File: config.mk
export PLATFORM = sky130hd
export DESIGN_NAME = memport_hazard_sched
export DESIGN_NICKNAME = d
export VERILOG_FILES = /design/src/rtl/memport_hazard_sched.sv
export SDC_FILE = /design/constraint.sdc
export NUM_CORES = 1
export LEC_CHECK = 0
export BUFFER_PORTS_ARGS = -buffer_cell sky130_fd_sc_hd__buf_4
export CAP_MARGIN = 30
export CORE_UTILIZATION = 40
export DETAILED_ROUTE_END_ITERATION = 8
export HOLD_SLACK_MARGIN = 0.03
export PLACE_DENSITY = 0.64
export SYNTH_ARGS = -nofsm -noshare
export SYNTH_HDL_FRONTEND = slang
export SYNTH_SLANG_ARGS = --single-unit
export TNS_END_PERCENT = 20
File: constraint.sdc
create_clock -name clk -period 2.5 [get_ports clk]
set_input_delay 0.25 -clock clk [delete_from_list [all_inputs] [get_ports clk]]
set_output_delay 0.25 -clock clk [all_outputs]
set_load 0.01 [all_outputs]
File: src/rtl/memport_hazard_sched.sv
module memport_hazard_sched #(
  parameter int TAG_W = 8,
  parameter int CNT_W = 32
) (
  input  logic             clk,
  input  logic             rst_n,
  input  logic             in_valid,
  input  logic [TAG_W-1:0] in_tag,
  input  logic [1:0]       mode_in,
  output logic [4:0]       stage_valid,
  output logic [4:0]       stage_stall,
  output logic [2:0]       gnt,
  output logic [TAG_W-1:0] ret_tag,
  output logic [CNT_W-1:0] retired,
  output logic             mode_ignored
);
  localparam int NST = 5;
  localparam int SF = 0, SD = 1, SO = 2, SX = 3, SR = 4;
  localparam logic [1:0] M_BUS = 2'd0, M_PAIR = 2'd1, M_SPLIT = 2'd2, M_MULTI = 2'd3;

  logic [NST-1:0]   v, adv;
  logic [TAG_W-1:0] tag_q [NST];
  logic [1:0]       mode_q, k_q, k_d;
  logic [CNT_W-1:0] cnt_q;
  logic empty, shared_bus, fetch_free, f_need, f_room, adv_d, adv_f;
  logic g_f, g_o, g_s, pf, take;

  assign empty      = ~|v;
  assign shared_bus = (mode_q == M_BUS) || (mode_q == M_PAIR);

  assign g_s   = v[SR];
  assign g_o   = v[SO] && ((mode_q == M_MULTI) || !v[SR]);
  assign adv_d = v[SD] && (!v[SO] || g_o);

  assign fetch_free = !shared_bus || !(v[SR] || v[SO]);
  assign f_need     = v[SF] && !((mode_q == M_PAIR) && (k_q != 2'd0));
  assign f_room     = v[SF] && (!v[SD] || adv_d);
  assign g_f        = f_need && f_room && fetch_free;
  assign adv_f      = f_room && (!f_need || g_f);
  assign pf         = (mode_q == M_PAIR) && f_room && !f_need && (k_q == 2'd1) && fetch_free;
  assign take       = in_valid && (!v[SF] || adv_f);

  assign adv = {v[SR], v[SX], g_o, adv_d, adv_f};

  assign stage_valid  = v;
  assign stage_stall  = v & ~adv;
  assign gnt          = {g_s, g_o, g_f | pf};
  assign ret_tag      = tag_q[SR];
  assign retired      = cnt_q;
  assign mode_ignored = !empty && (mode_in != mode_q);

  always_comb begin
    k_d = k_q;
    if (mode_q == M_PAIR) begin
      if (g_f) k_d = 2'd1;
      else begin
        if (adv_f) k_d = k_d - 2'd1;
        if (pf)    k_d = k_d + 2'd2;
      end
    end
    if (empty && (mode_in != mode_q)) k_d = 2'd0;
  end

  always_ff @(posedge clk or negedge rst_n) begin
    if (!rst_n) begin
      v      <= '0;
      mode_q <= M_BUS;
      k_q    <= 2'd0;
      cnt_q  <= '0;
      for (int i = 0; i < NST; i++) tag_q[i] <= '0;
    end else begin
      v[SF] <= (v[SF] && !adv_f) || take;
      if (take) tag_q[SF] <= in_tag;
      for (int i = 1; i < NST; i++) begin
        v[i] <= adv[i-1] || (v[i] && !adv[i]);
        if (adv[i-1]) tag_q[i] <= tag_q[i-1];
      end
      if (v[SR]) cnt_q <= cnt_q + CNT_W'(1);
      if (empty) mode_q <= mode_in;
      k_q <= k_d;
    end
  end


  one_bus_grant_chk: assert property (@(posedge clk) disable iff (!rst_n)
    shared_bus |-> $onehot0(gnt));

  data_port_share_chk: assert property (@(posedge clk) disable iff (!rst_n)
    (mode_q == M_SPLIT) |-> !(gnt[1] && gnt[2]));

  multi_no_stall_chk: assert property (@(posedge clk) disable iff (!rst_n)
    (mode_q == M_MULTI) |-> (stage_stall == '0));

  store_first_chk: assert property (@(posedge clk) disable iff (!rst_n)
    (shared_bus && stage_valid[SR]) |-> (gnt[1:0] == 2'b00));

  retire_count_chk: assert property (@(posedge clk) disable iff (!rst_n)
    stage_valid[SR] |=> (retired == $past(retired) + CNT_W'(1)));

  retire_idle_chk: assert property (@(posedge clk) disable iff (!rst_n)
    !stage_valid[SR] |=> $stable(retired));

  stall_hold_chk: assert property (@(posedge clk) disable iff (!rst_n)
    stage_stall[SO] |=> (stage_valid[SO] && tag_q[SO] == $past(tag_q[SO])));

  exec_moves_chk: assert property (@(posedge clk) disable iff (!rst_n)
    stage_valid[SX] |=> (stage_valid[SR] && ret_tag == $past(tag_q[SX])));

  mode_frozen_chk: assert property (@(posedge clk) disable iff (!rst_n)
    !empty |=> (mode_q == $past(mode_q)));
endmodule

* Yosys cells after proc, flatten, opt, wreduce, memory -nomap -nowiden
Cells that the tools add are included.
Widths: inputs -> output; s select.
** Operators by class
- Eq/ne operators :: 4
- $mul :: 0
- Bitwise operators :: 3
- Order comparisons :: 0
- $add $sub $neg :: 3
- Mux-type cells :: 7
- Divide/modulo/power cells :: 0
- Shifts and indexed selects :: 0
- Reduce and logical (&&, ||, !) cells :: 45
** Operators by type and width (number)
- $add 32x1->32 const B :: 1
- $logic_and 1x1->1 :: 18
- $mux 2 :: 7
- $logic_not 1->1 :: 12
- $logic_or 1x1->1 :: 11
- $and 5x5->5 :: 1
- $not 5->5 :: 1
- $reduce_or 5->1 :: 1
- $eq 2x1->1 const B :: 2
- $reduce_bool 2->1 :: 2
- $add 2x2->2 const B :: 1
- $eq 2x2->1 const B :: 1
- $logic_not 2->1 :: 1
- $ne 2x2->1 :: 1
- $sub 2x1->2 const B :: 1
- $or 1x1->1 :: 1
** Storage, ports and cells
- Input port bits :: 13
- Output and inout bits :: 54
- Memories kept :: 0
- Memory bits (read-only) :: 0
- Bits in latches :: 0
- Register bits after elaboration :: 81
- Memory bits (writable) :: 0

* Logic depth before layout (Yosys ltp)
Gate-level depths: netlist of run 1.
- Word-level depth :: 19
- Depth in mapped cells :: 8
- Gate-level depth less buffers :: 7

* Worst setup path after synthesis of run 1
Ideal clock, no wire load.
- Kind :: reg-to-reg
- From :: register k_q[0]
- To :: register tag_q[24] (netlist name)
- Buffers on the path :: 1
- Stages on the path, launching flop included :: 8
- Arrival time :: 1.695 ns
- Library setup time :: 0.125 ns
- Setup slack :: 0.680 ns
- Path through :: dfrtp_1 inv_1 ha_1 and2b_1 a211oi_2 or2_1 buf_4 mux2_2
** On the way
- Longest elaborated chain between the ends :: 8
- Elaborated cells on any way between the ends :: 9
- Those cells by class :: 9 x reduce/logical
** Ends and longest elaborated chain
- start: declaration :: RTL line 23 : logic [1:0] mode_q, k_q, k_d;
- start signal: assignment :: RTL line 80 : k_q <= k_d;
- $reduce_bool 2->1 (*) :: RTL line 36 : assign f_need = v[SF] && !((mode_q == M_PAIR) && (k_q != 2'd0));
- $logic_and 1x1->1 (*) :: RTL line 36
- $logic_not 1->1 (*) :: RTL line 36
- $logic_and 1x1->1 (*) :: RTL line 36
- $logic_and 1x1->1 (2 in a row) :: RTL line 38 : assign g_f = f_need && f_room && fetch_free;
- $logic_or 1x1->1 (*) :: RTL line 39 : assign adv_f = f_room && (!f_need || g_f);
- $logic_and 1x1->1 (*) :: RTL line 39
- end signal: indexed assignment :: RTL line 73 : if (take) tag_q[SF] <= in_tag;
- end signal: indexed assignment :: RTL line 76 : if (adv[i-1]) tag_q[i] <= tag_q[i-1];
- end: declaration :: RTL line 22 : logic [TAG_W-1:0] tag_q [NST];
Every way passes the cells marked *; elsewhere a longest branch is shown, timed or not.
A chain may end at the register's enable or synchronous reset.

* Worst setup path after layout of run 1
- From :: register v[4] (netlist: stage_valid[4])
- To :: output gnt[1]
** On the way
- Longest elaborated chain between the ends :: 3
** Ends and longest elaborated chain
- start: declaration :: RTL line 21 : logic [NST-1:0] v, adv;
- start signal: indexed assignment :: RTL line 72 : v[SF] <= (v[SF] && !adv_f) || take;
- start signal: indexed assignment :: RTL line 75 : v[i] <= adv[i-1] || (v[i] && !adv[i]);
- $logic_not 1->1
- $logic_or 1x1->1 :: RTL line 32 : assign g_o = v[SO] && ((mode_q == M_MULTI) || !v[SR]);
- $logic_and 1x1->1 :: RTL line 32
- end: declaration :: RTL line 12 : output logic [2:0] gnt,
No other way between the ends.

==> flow_metrics.env, run 1 <==
export IMPL_overflow=0
export IMPL_postSynth_asyncResetShare_pct=100
export IMPL_core_um2=8680
export IMPL_yosysWarnings=0
export IMPL_final_max_slew_violation_count=0
export IMPL_grt_first_pass_wirelength_um=10500
export IMPL_hold_path_cell_count=2
export IMPL_min_delay_start="in_valid"
export IMPL_clkLatencyLatePin_ns=0.33
export IMPL_finalHoldViolCount=0
export IMPL_n_antenna_cell=0
export IMPL_syn_avg_cell_area_um2=12.1
export IMPL_h_tree_depth=3
export IMPL_root_buffer="clkbuf_8"
export IMPL_yosys_area_top_type="dfrtp_1"
export IMPL_drt_initial_drc_count=63
export IMPL_portBuffers=64
export IMPL_finalNonFillerCells=467
export IMPL_finClkSkew_ns=0.0130
export IMPL_power_frac_seq_pct=44.0
export IMPL_dp_cells=450
export IMPL_track_usage_pct=14.6
export IMPL_synth_cell_area_um2=3560
export IMPL_cap_violations=0
export IMPL_critPathLaunchType="flop"
export IMPL_endpoint_kind="output port"
export IMPL_path_max_fanout=12
export IMPL_syn_to_final_growth_pct=20.9
export IMPL_worst_r2r_cell_count=6
export IMPL_netlist_instances=294
export IMPL_routed_wl_um=6070
export IMPL_period_needed_ns=2.16
export IMPL_rsz0062_at_grt="no"
export IMPL_start_util_pct=41.0
export IMPL_ir_drop_v=0.000643
export IMPL_dpl_cell_area_um2=4070
export IMPL_gp_congestion=0.814
export IMPL_rows=34
export IMPL_swShare_pct=32.4
export IMPL_synth_area_top_cells="dfrtp_1 (57%), mux2_2 (11%), xnor2_1 (6.2%)"
export IMPL_design_power_total_w=0.00484
export IMPL_wire_per_inst_um=13.0
export IMPL_tns_ns=0
export IMPL_die_h_um=96.3
export IMPL_r2r_start="k_q[1]"
export IMPL_p_leak_nw=2.07
export IMPL_yosys_area_top_type_share_pct=56.9
export IMPL_clkTransAtPathRegs_ns=0.08
export IMPL_drc=1
export IMPL_yosysSeqAreaShare_pct=56.9
export IMPL_p_comb_share_pct=33.9
export IMPL_die_w_um=96.3
export IMPL_switching_power_w=0.00157
export IMPL_grt_pass1_vias=2180
export IMPL_drtPass1Iterations=6
export IMPL_finalSetupViolCount=0
export IMPL_n_fill_cell=816
export IMPL_synth_flop_cell="dfrtp_1"
export IMPL_via_count=2271
export IMPL_crit_start="stage_valid[4]"
export IMPL_io_pins=67
export IMPL_fin_crit_sh_pct=86.6
export IMPL_dpl_hpwl_um=4280
export IMPL_critPathArrivalTime_ns=1.91
export IMPL_pwr_share_clk_pct=22.1
export IMPL_synthTopCellsByCount="dfrtp_1 (81), nand2_1 (42), mux2_2 (35)"
export IMPL_design_die_area_um2=9280
export IMPL_required_ns=2.25
export IMPL_grt_max_degree=82
export IMPL_synth_edff_count=0
export IMPL_cts_tree="yes"
export IMPL_fmax_mhz=462
export IMPL_drt_antenna_violating_nets=0
export IMPL_ys_ff_latch=81
export IMPL_p_per_area_nw_per_um2=1120
export IMPL_post_cts_repair_setup_buffers=0
export IMPL_final_area_um2=4300
export IMPL_via_per_inst=4.86
export IMPL_hold_class="in2reg"
export IMPL_violations="design-rule violations"
export IMPL_crit_type="reg2out"
export IMPL_num_nets_final=370
export IMPL_synth_most_common_cell="dfrtp_1"
export IMPL_status="finished with violations"
export IMPL_drive_gt1_share_pct=34.5
export IMPL_antenna_found_initial=0
export IMPL_yosysUniqueCellTypes=41
export IMPL_clkSinkCount=81
export IMPL_p_int_w=0.00327
export IMPL_cts_inserted_buffers=9
export IMPL_clock_path_buffers=2
[worst max-delay path: stages, from the launching register on]
cell and delay (ns):
dfrtp_1 0.54, a21bo_2 0.28, nand2_1 0.24, clkinv_1 0.30
buf_4 0.23
[final cells by class]
class	count	area, µm²	share of cell area [%]
Sequential cell	81	2030	47.1
Tap cell	108	135	3.14
Clock buffer	11	141	3.29
Multi-Input combinational cell	190	1380	32.0
Timing Repair Buffer	67	518	12.0
Inverter	5	18.8	0.436
Clock inverter	5	86.3	2.01
[state kept, by name (all words and copies together), names as in the netlist]
signal / cells
tag_q: 32
k_q: 2
retired: 32
ret_tag: 8
mode_q: 2
stage_valid: 5
[layer usage]
metal | vias up | track usage (%) | wire length [µm]
li1 | 1112 | - | -
met1 | 1103 | 19.8 | 2970
met2 | 51 | 22.7 | 2770
met3 | 5 | 3.24 | 275
met4 | 0 | 5.76 | 53
met5 | - | 0 | 0
[path summary, 6_finish.rpt]
check	endpoint	slack, ns
min in group asynchronous	retired[11]	0.47
max	gnt[1]	0.34
max reg2reg	tag_q[31]	0.38
min reg2reg	tag_q[10]	0.47
min	stage_valid[0]	0.12
max in group asynchronous	tag_q[39]	1.68
[cells in the final DEF, fill, tap and decap left out, types with 2 or more instances in the layout]
| master | count |
|---|---|
| nor3_1 | 2 |
| buf_4 | 65 |
| bufinv_16 | 2 |
| ha_1 | 3 |
| nand2_1 | 42 |
| and4_1 | 3 |
| nor3b_1 | 2 |
| clkbuf_8 | 10 |
| mux2_2 | 35 |
| o21ai_0 | 5 |
| and3_1 | 11 |
| xor2_1 | 8 |
| and2_1 | 3 |
| nand4_1 | 7 |
| and4_4 | 2 |
| conb_1 | 2 |
| nand3_1 | 9 |
| dfrtp_1 | 81 |
| clkinv_4 | 2 |
| nand2b_1 | 5 |
| nor2_1 | 9 |
| xnor2_1 | 25 |
| inv_1 | 4 |
[power groups by stage]
| stage | combinational, W | sequential, W | clock [W] |
|---|---|---|---|
| after floorplan | 0.00130 | 0.00204 | 0 |
| after global placement | 0.00162 | 0.00214 | 0 |
| after detailed placement | 0.00167 | 0.00216 | 0 |
| after CTS | 0.00168 | 0.00213 | 0.00111 |
| after global routing | 0.00182 | 0.00220 | 0.00118 |
| final | 0.00164 | 0.00213 | 0.00107 |
[through the flow]
| step | hold WS, ns | worst slack [ns] | util [%] |
|---|---|---|---|
| detailed placement | 0.308 | 0.376 | 46.8 |
| floorplan | -0.0456 | 0.680 | - |
| global placement | 0.309 | 0.477 | 46.8 |
| finish | 0.122 | 0.336 | 49.6 |
| CTS | 0.0997 | 0.256 | 49.6 |
| global route | 0.104 | 0.178 | 49.6 |
[logic make-up after synthesis]
logic type,Yosys count,share of synthesized area (%)
compound gates,15,3.20
xor+xnor,33,8.12
fa+ha+maj,3,1.05
buf+inv,24,4.50
flops,81,56.9
mux,35,11.1
other cells,1,0.105
simple gates,102,15.0
[repair_timing]
item / in CTS / in global routing
hold buffers: 1 / 0
endpoints found under the hold margin: 81 / 0
gates resized for setup: 0 / 0
No activity file was read; power rests on OpenSTA's default activity.
==> run 2: changes to the inputs <==
- CORE_UTILIZATION: 40 -> 55
- MAX_ROUTING_LAYER: unset -> met4
- PLACE_DENSITY: 0.64 -> 0.82
==> run 2 against run 1 <==
The flow now finishes without violations; global-route usage up 6.9 points; register-to-register slack worse by 0.09 ns; clock power up 9%; first-iteration DRC count down 3.2%; combinational power up 3%; power up 3.2%; critical path depth unchanged; critical endpoint unchanged.
==> flow_metrics.env, run 2 (synthesis results as in run 1) <==
export IMPL_antenna_found_initial=0
export IMPL_num_nets_final=370
export IMPL_drc=0
export IMPL_clkSinkCount=81
export IMPL_finalHoldViolCount=0
export IMPL_power_frac_seq_pct=42.6
export IMPL_grt_first_pass_wirelength_um=10400
export IMPL_drt_antenna_violating_nets=0
export IMPL_cp_slowest_cell="dfrtp_1"
export IMPL_p_per_area_nw_per_um2=1160
export IMPL_rows=28
export IMPL_critPathBufInv=2
export IMPL_cts_resized=0
export IMPL_cts_tree="yes"
export IMPL_final_max_slew_violation_count=0
export IMPL_die_h_um=82.5
export IMPL_hold_class="in2reg"
export IMPL_fmax_mhz=446
export IMPL_path_delay_family="flip-flops"
export IMPL_via_per_inst=5.30
export IMPL_required_ns=2.25
export IMPL_clkLatencyLatePin_ns=0.34
export IMPL_p_comb_share_pct=33.9
export IMPL_critPathArrivalTime_ns=1.99
export IMPL_cp_slowest_stage_delay_ns=0.56
export IMPL_die_w_um=82.5
export IMPL_start_util_pct=58.4
export IMPL_fin_crit_sh_pct=89.6
export IMPL_routed_wl_um=6240
export IMPL_tns_ns=0
export IMPL_ir_drop_v=0.000660
export IMPL_core_um2=6100
export IMPL_n_antenna_cell=0
export IMPL_gp_congestion=0.832
export IMPL_syn_to_final_growth_pct=20.7
export IMPL_via_count=2302
export IMPL_switching_power_w=0.00160
export IMPL_critPathLaunchType="flop"
export IMPL_endpoint_kind="output port"
export IMPL_pwr_share_clk_pct=23.5
export IMPL_rsz0062_at_grt="no"
export IMPL_final_common_cell="dfrtp_1"
export IMPL_grt_max_degree=82
export IMPL_root_buffer="clkbuf_8"
export IMPL_ctsHoldBuffers=0
export IMPL_final_cell_mix="dfrtp_1 (81), buf_4 (65), nand2_1 (42)"
export IMPL_track_usage_pct=21.5
export IMPL_drive_gt1_share_pct=34.5
export IMPL_design_die_area_um2=6800
export IMPL_finClkSkew_ns=0.0104
export IMPL_cts_inserted_buffers=9
export IMPL_grt_pass1_vias=2273
export IMPL_status="complete, no violations"
export IMPL_cap_violations=0
export IMPL_h_tree_depth=3
export IMPL_p_leak_nw=2.09
export IMPL_drt_initial_drc_count=61
export IMPL_swShare_pct=31.9
export IMPL_design_power_total_w=0.00499
export IMPL_period_needed_ns=2.24
export IMPL_path_max_fanout=12
export IMPL_crit_type="reg2out"
export IMPL_overflow=0
export IMPL_portBuffers=64
export IMPL_post_cts_repair_setup_buffers=0
export IMPL_wire_per_inst_um=14.4
export IMPL_crit_chain="a21bo_2 -> nand2_1 -> clkinv_1 -> buf_4"
export IMPL_clkTransAtPathRegs_ns=0.08
export IMPL_dpl_hpwl_um=4410
export IMPL_finalSetupViolCount=0
export IMPL_p_int_w=0.00340
export IMPL_clock_path_buffers=2
export IMPL_io_pins=67
export IMPL_drtPass1Iterations=4
[run 2: worst paths after layout]
| path | from | end | slack, ns | cells after the start |
|---|---|---|---|---|
| min reg2reg | tag_q[18] | tag_q[10] | 0.48 | 2 |
| max reg2reg | k_q[1] | tag_q[31] | 0.29 | 6 |
| min in group asynchronous | rst_n | retired[10] | 0.39 | 2 |
| min | in_valid | stage_valid[0] | 0.11 | 2 |
| max | stage_valid[4] | gnt[1] | 0.26 | 4 |
| max in group asynchronous | rst_n | stage_valid[3] | 1.54 | 3 |
[run 2: area by class of cell]
type / count / area [µm²]
tap: 75 / 93.8
clock buffer: 12 / 155
multi-input combinational: 190 / 1380
clock inverter: 4 / 98.8
inverter: 5 / 18.8
sequential: 81 / 2030
timing repair buffer: 67 / 526
fill: 445 / 1800
[run 2: power groups by stage]
stage          logic (W)  clock network, W  registers (W)
2_1_floorplan    0.00130                 0        0.00204
3_3_place_gp     0.00160                 0        0.00212
3_5_place_dp     0.00168                 0        0.00215
4_1_cts          0.00171           0.00120        0.00213
5_1_grt          0.00186           0.00125        0.00220
6_report         0.00169           0.00117        0.00213
[run 2: routing by layer]
metal / wire (µm) / vias to the layer above / track usage (%)
li1: - / 1116 / -
met1: 2720 / 1112 / 25.9
met2: 3080 / 63 / 34.7
met3: 344 / 11 / 5.38
met4: 91 / 0 / 8.25
met5: 0 / - / -
[run 2: per-stage QoR]
step                      instance area, µm²  util, %  worst slack [ns]  hold slack [ns]  instances
after floorplan                         3560        -             0.680          -0.0456        295
after global placement                  4000     65.7             0.508            0.451        416
after detailed placement                4000     65.7             0.392            0.464        416
after CTS                               4260     69.8             0.236            0.102        432
after global routing                    4300     70.5            0.0875            0.101        434
final                                   4300     70.5             0.260            0.112        434
==> run 3: changes to the inputs <==
- BUFFER_PORTS_ARGS: -buffer_cell sky130_fd_sc_hd__buf_4 -> unset
- CORE_UTILIZATION: 55 -> 62
- DONT_BUFFER_PORTS: unset -> 1
- PLACE_DENSITY: 0.82 -> 0.81
==> run 3 against run 2 <==
Non-clock buffer count fell by 62; die area fell by 11%; utilization fell by 1.3 points; clock skew barely moved; clock power fell by 9%; highest routed layer unchanged.
==> flow_metrics.env, run 3 (synthesis results as in run 1) <==
export IMPL_status="complete, no violations"
export IMPL_grt_pass1_vias=2055
export IMPL_critPathLaunchType="flop"
export IMPL_globalRouteMet1Util_pct=28.0
export IMPL_num_nets_final=308
export IMPL_cts_tree="yes"
export IMPL_r2r_slack_ns=0.34
export IMPL_hold_class="in2reg"
export IMPL_start_util_pct=64.6
export IMPL_cap_violations=0
export IMPL_portBuffers=0
export IMPL_die_w_um=77.8
export IMPL_clkLatencyLatePin_ns=0.35
export IMPL_finalNonFillerCells=369
export IMPL_path_max_fanout=11
export IMPL_p_per_area_nw_per_um2=1200
export IMPL_routed_wl_um=6000
export IMPL_ctsHoldBuffers=3
export IMPL_grt_first_pass_wirelength_um=10200
export IMPL_grt_max_degree=82
export IMPL_rsz0062_at_grt="no"
export IMPL_ir_drop_v=0.000867
export IMPL_drt_initial_drc_count=116
export IMPL_h_tree_depth=3
export IMPL_dpl_hpwl_um=4060
export IMPL_design_die_area_um2=6050
export IMPL_whs_endpoint="tag_q[37]"
export IMPL_io_pins=67
export IMPL_finalSetupViolCount=0
export IMPL_period_needed_ns=2.16
export IMPL_required_ns=2.72
export IMPL_dp_cells=349
export IMPL_grt_busiest_layer="met2"
export IMPL_r2r_end="tag_q[30]"
export IMPL_finClkSkew_ns=0.0106
export IMPL_core_um2=5510
export IMPL_min_delay_start="in_tag[5]"
export IMPL_critPathArrivalTime_ns=2.39
export IMPL_cts_inserted_buffers=9
export IMPL_tns_ns=0
export IMPL_root_buffer="clkbuf_8"
export IMPL_n_antenna_cell=0
export IMPL_syn_to_final_growth_pct=6.92
export IMPL_p_leak_nw=1.75
export IMPL_finalHoldViolCount=0
export IMPL_clock_path_buffers=2
export IMPL_via_per_inst=5.69
export IMPL_track_usage_pct=22.9
export IMPL_die_h_um=77.8
export IMPL_rows=27
export IMPL_clkTransAtPathRegs_ns=0.08
export IMPL_fmax_mhz=462
export IMPL_hold_path_cell_count=1
export IMPL_final_cell_mix="dfrtp_1 (81), nand2_1 (42), mux2_2 (35)"
export IMPL_wire_per_inst_um=16.3
export IMPL_drc=0
export IMPL_r2r_start="k_q[1]"
export IMPL_clkSinkCount=81
export IMPL_drive_gt1_share_pct=20.5
export IMPL_cts_resized=0
export IMPL_post_cts_repair_setup_buffers=0
export IMPL_worst_r2r_cell_count=6
export IMPL_final_max_slew_violation_count=0
export IMPL_crit_type="reg2reg"
export IMPL_antenna_found_initial=0
export IMPL_gp_congestion=0.814
export IMPL_endpoint_kind="flop"
export IMPL_overflow=0
export IMPL_drt_antenna_violating_nets=0
export IMPL_use_met2_pct=35.4
export IMPL_final_common_cell="dfrtp_1"
export IMPL_via_count=2101
export IMPL_drtPass1Iterations=4
export IMPL_fin_crit_sh_pct=86.6
export IMPL_met3_usage_pct=6.00
## run 3: per-stage QoR
step | total power [W] | worst slack [ns] | utilization (%) | hold slack (ns) | cell area [µm²]
floorplan | 0.00334 | 0.680 | - | -0.0456 | 3560
global placement | 0.00339 | 0.491 | 63.9 | -0.0441 | 3520
detailed placement | 0.00349 | 0.374 | 63.9 | -0.0441 | 3520
CTS | 0.00461 | 0.336 | 68.9 | 0.0319 | 3800
global route | 0.00484 | 0.237 | 69.1 | 0.0301 | 3810
finish | 0.00457 | 0.336 | 69.1 | 0.0521 | 3810
## run 3: how the worst max path moves through the flow
stage | cells past startpoint | to | startpoint | slack, ns
finish | 6 | tag_q[30] | k_q[1] | 0.34
global route | 6 | tag_q[30] | k_q[1] | 0.24
CTS | 6 | tag_q[30] | k_q[1] | 0.34
detailed placement | 6 | tag_q[31] | k_q[0] | 0.37
global placement | 6 | tag_q[29] | k_q[1] | 0.49
floorplan | 7 | tag_q[24] | k_q[0] | 0.68
## run 3: layer usage
layer | wire length, µm | up-vias | share of wire (%)
met2 | 3000 | 67 | 50
met1 | 2540 | 1043 | 42
li1 | - | 980 | -
met3 | 357 | 11 | 6.0
met5 | 0 | - | 0
met4 | 106 | 0 | 1.8
## run 3: final cells by class
class                   instances  area [µm²]
flip-flops and latches         81        2030
fillers                       382        1700
multi-input cells             190        1380
clock buffers                  11         151
well taps                      72        90.1
clock inverters                 5        77.6
repair buffers                  5        65.1
inverters                       5        18.8
## run 3: power breakdown
part / total [W] / internal, W / switching (W)
Clock: 0.00107 / 0.000613 / 0.000455
Sequential: 0.00226 / 0.00176 / 0.000492
Combinational: 0.00124 / 0.000653 / 0.000589
## run 3: critical path, cell delays in order, from the launching register on
cell and delay (ns):
dfrtp_1 0.38, inv_1 0.10, ha_1 0.22, and2b_1 0.23, a211oi_2 0.29, or2_1 0.43, mux2_2 0.40
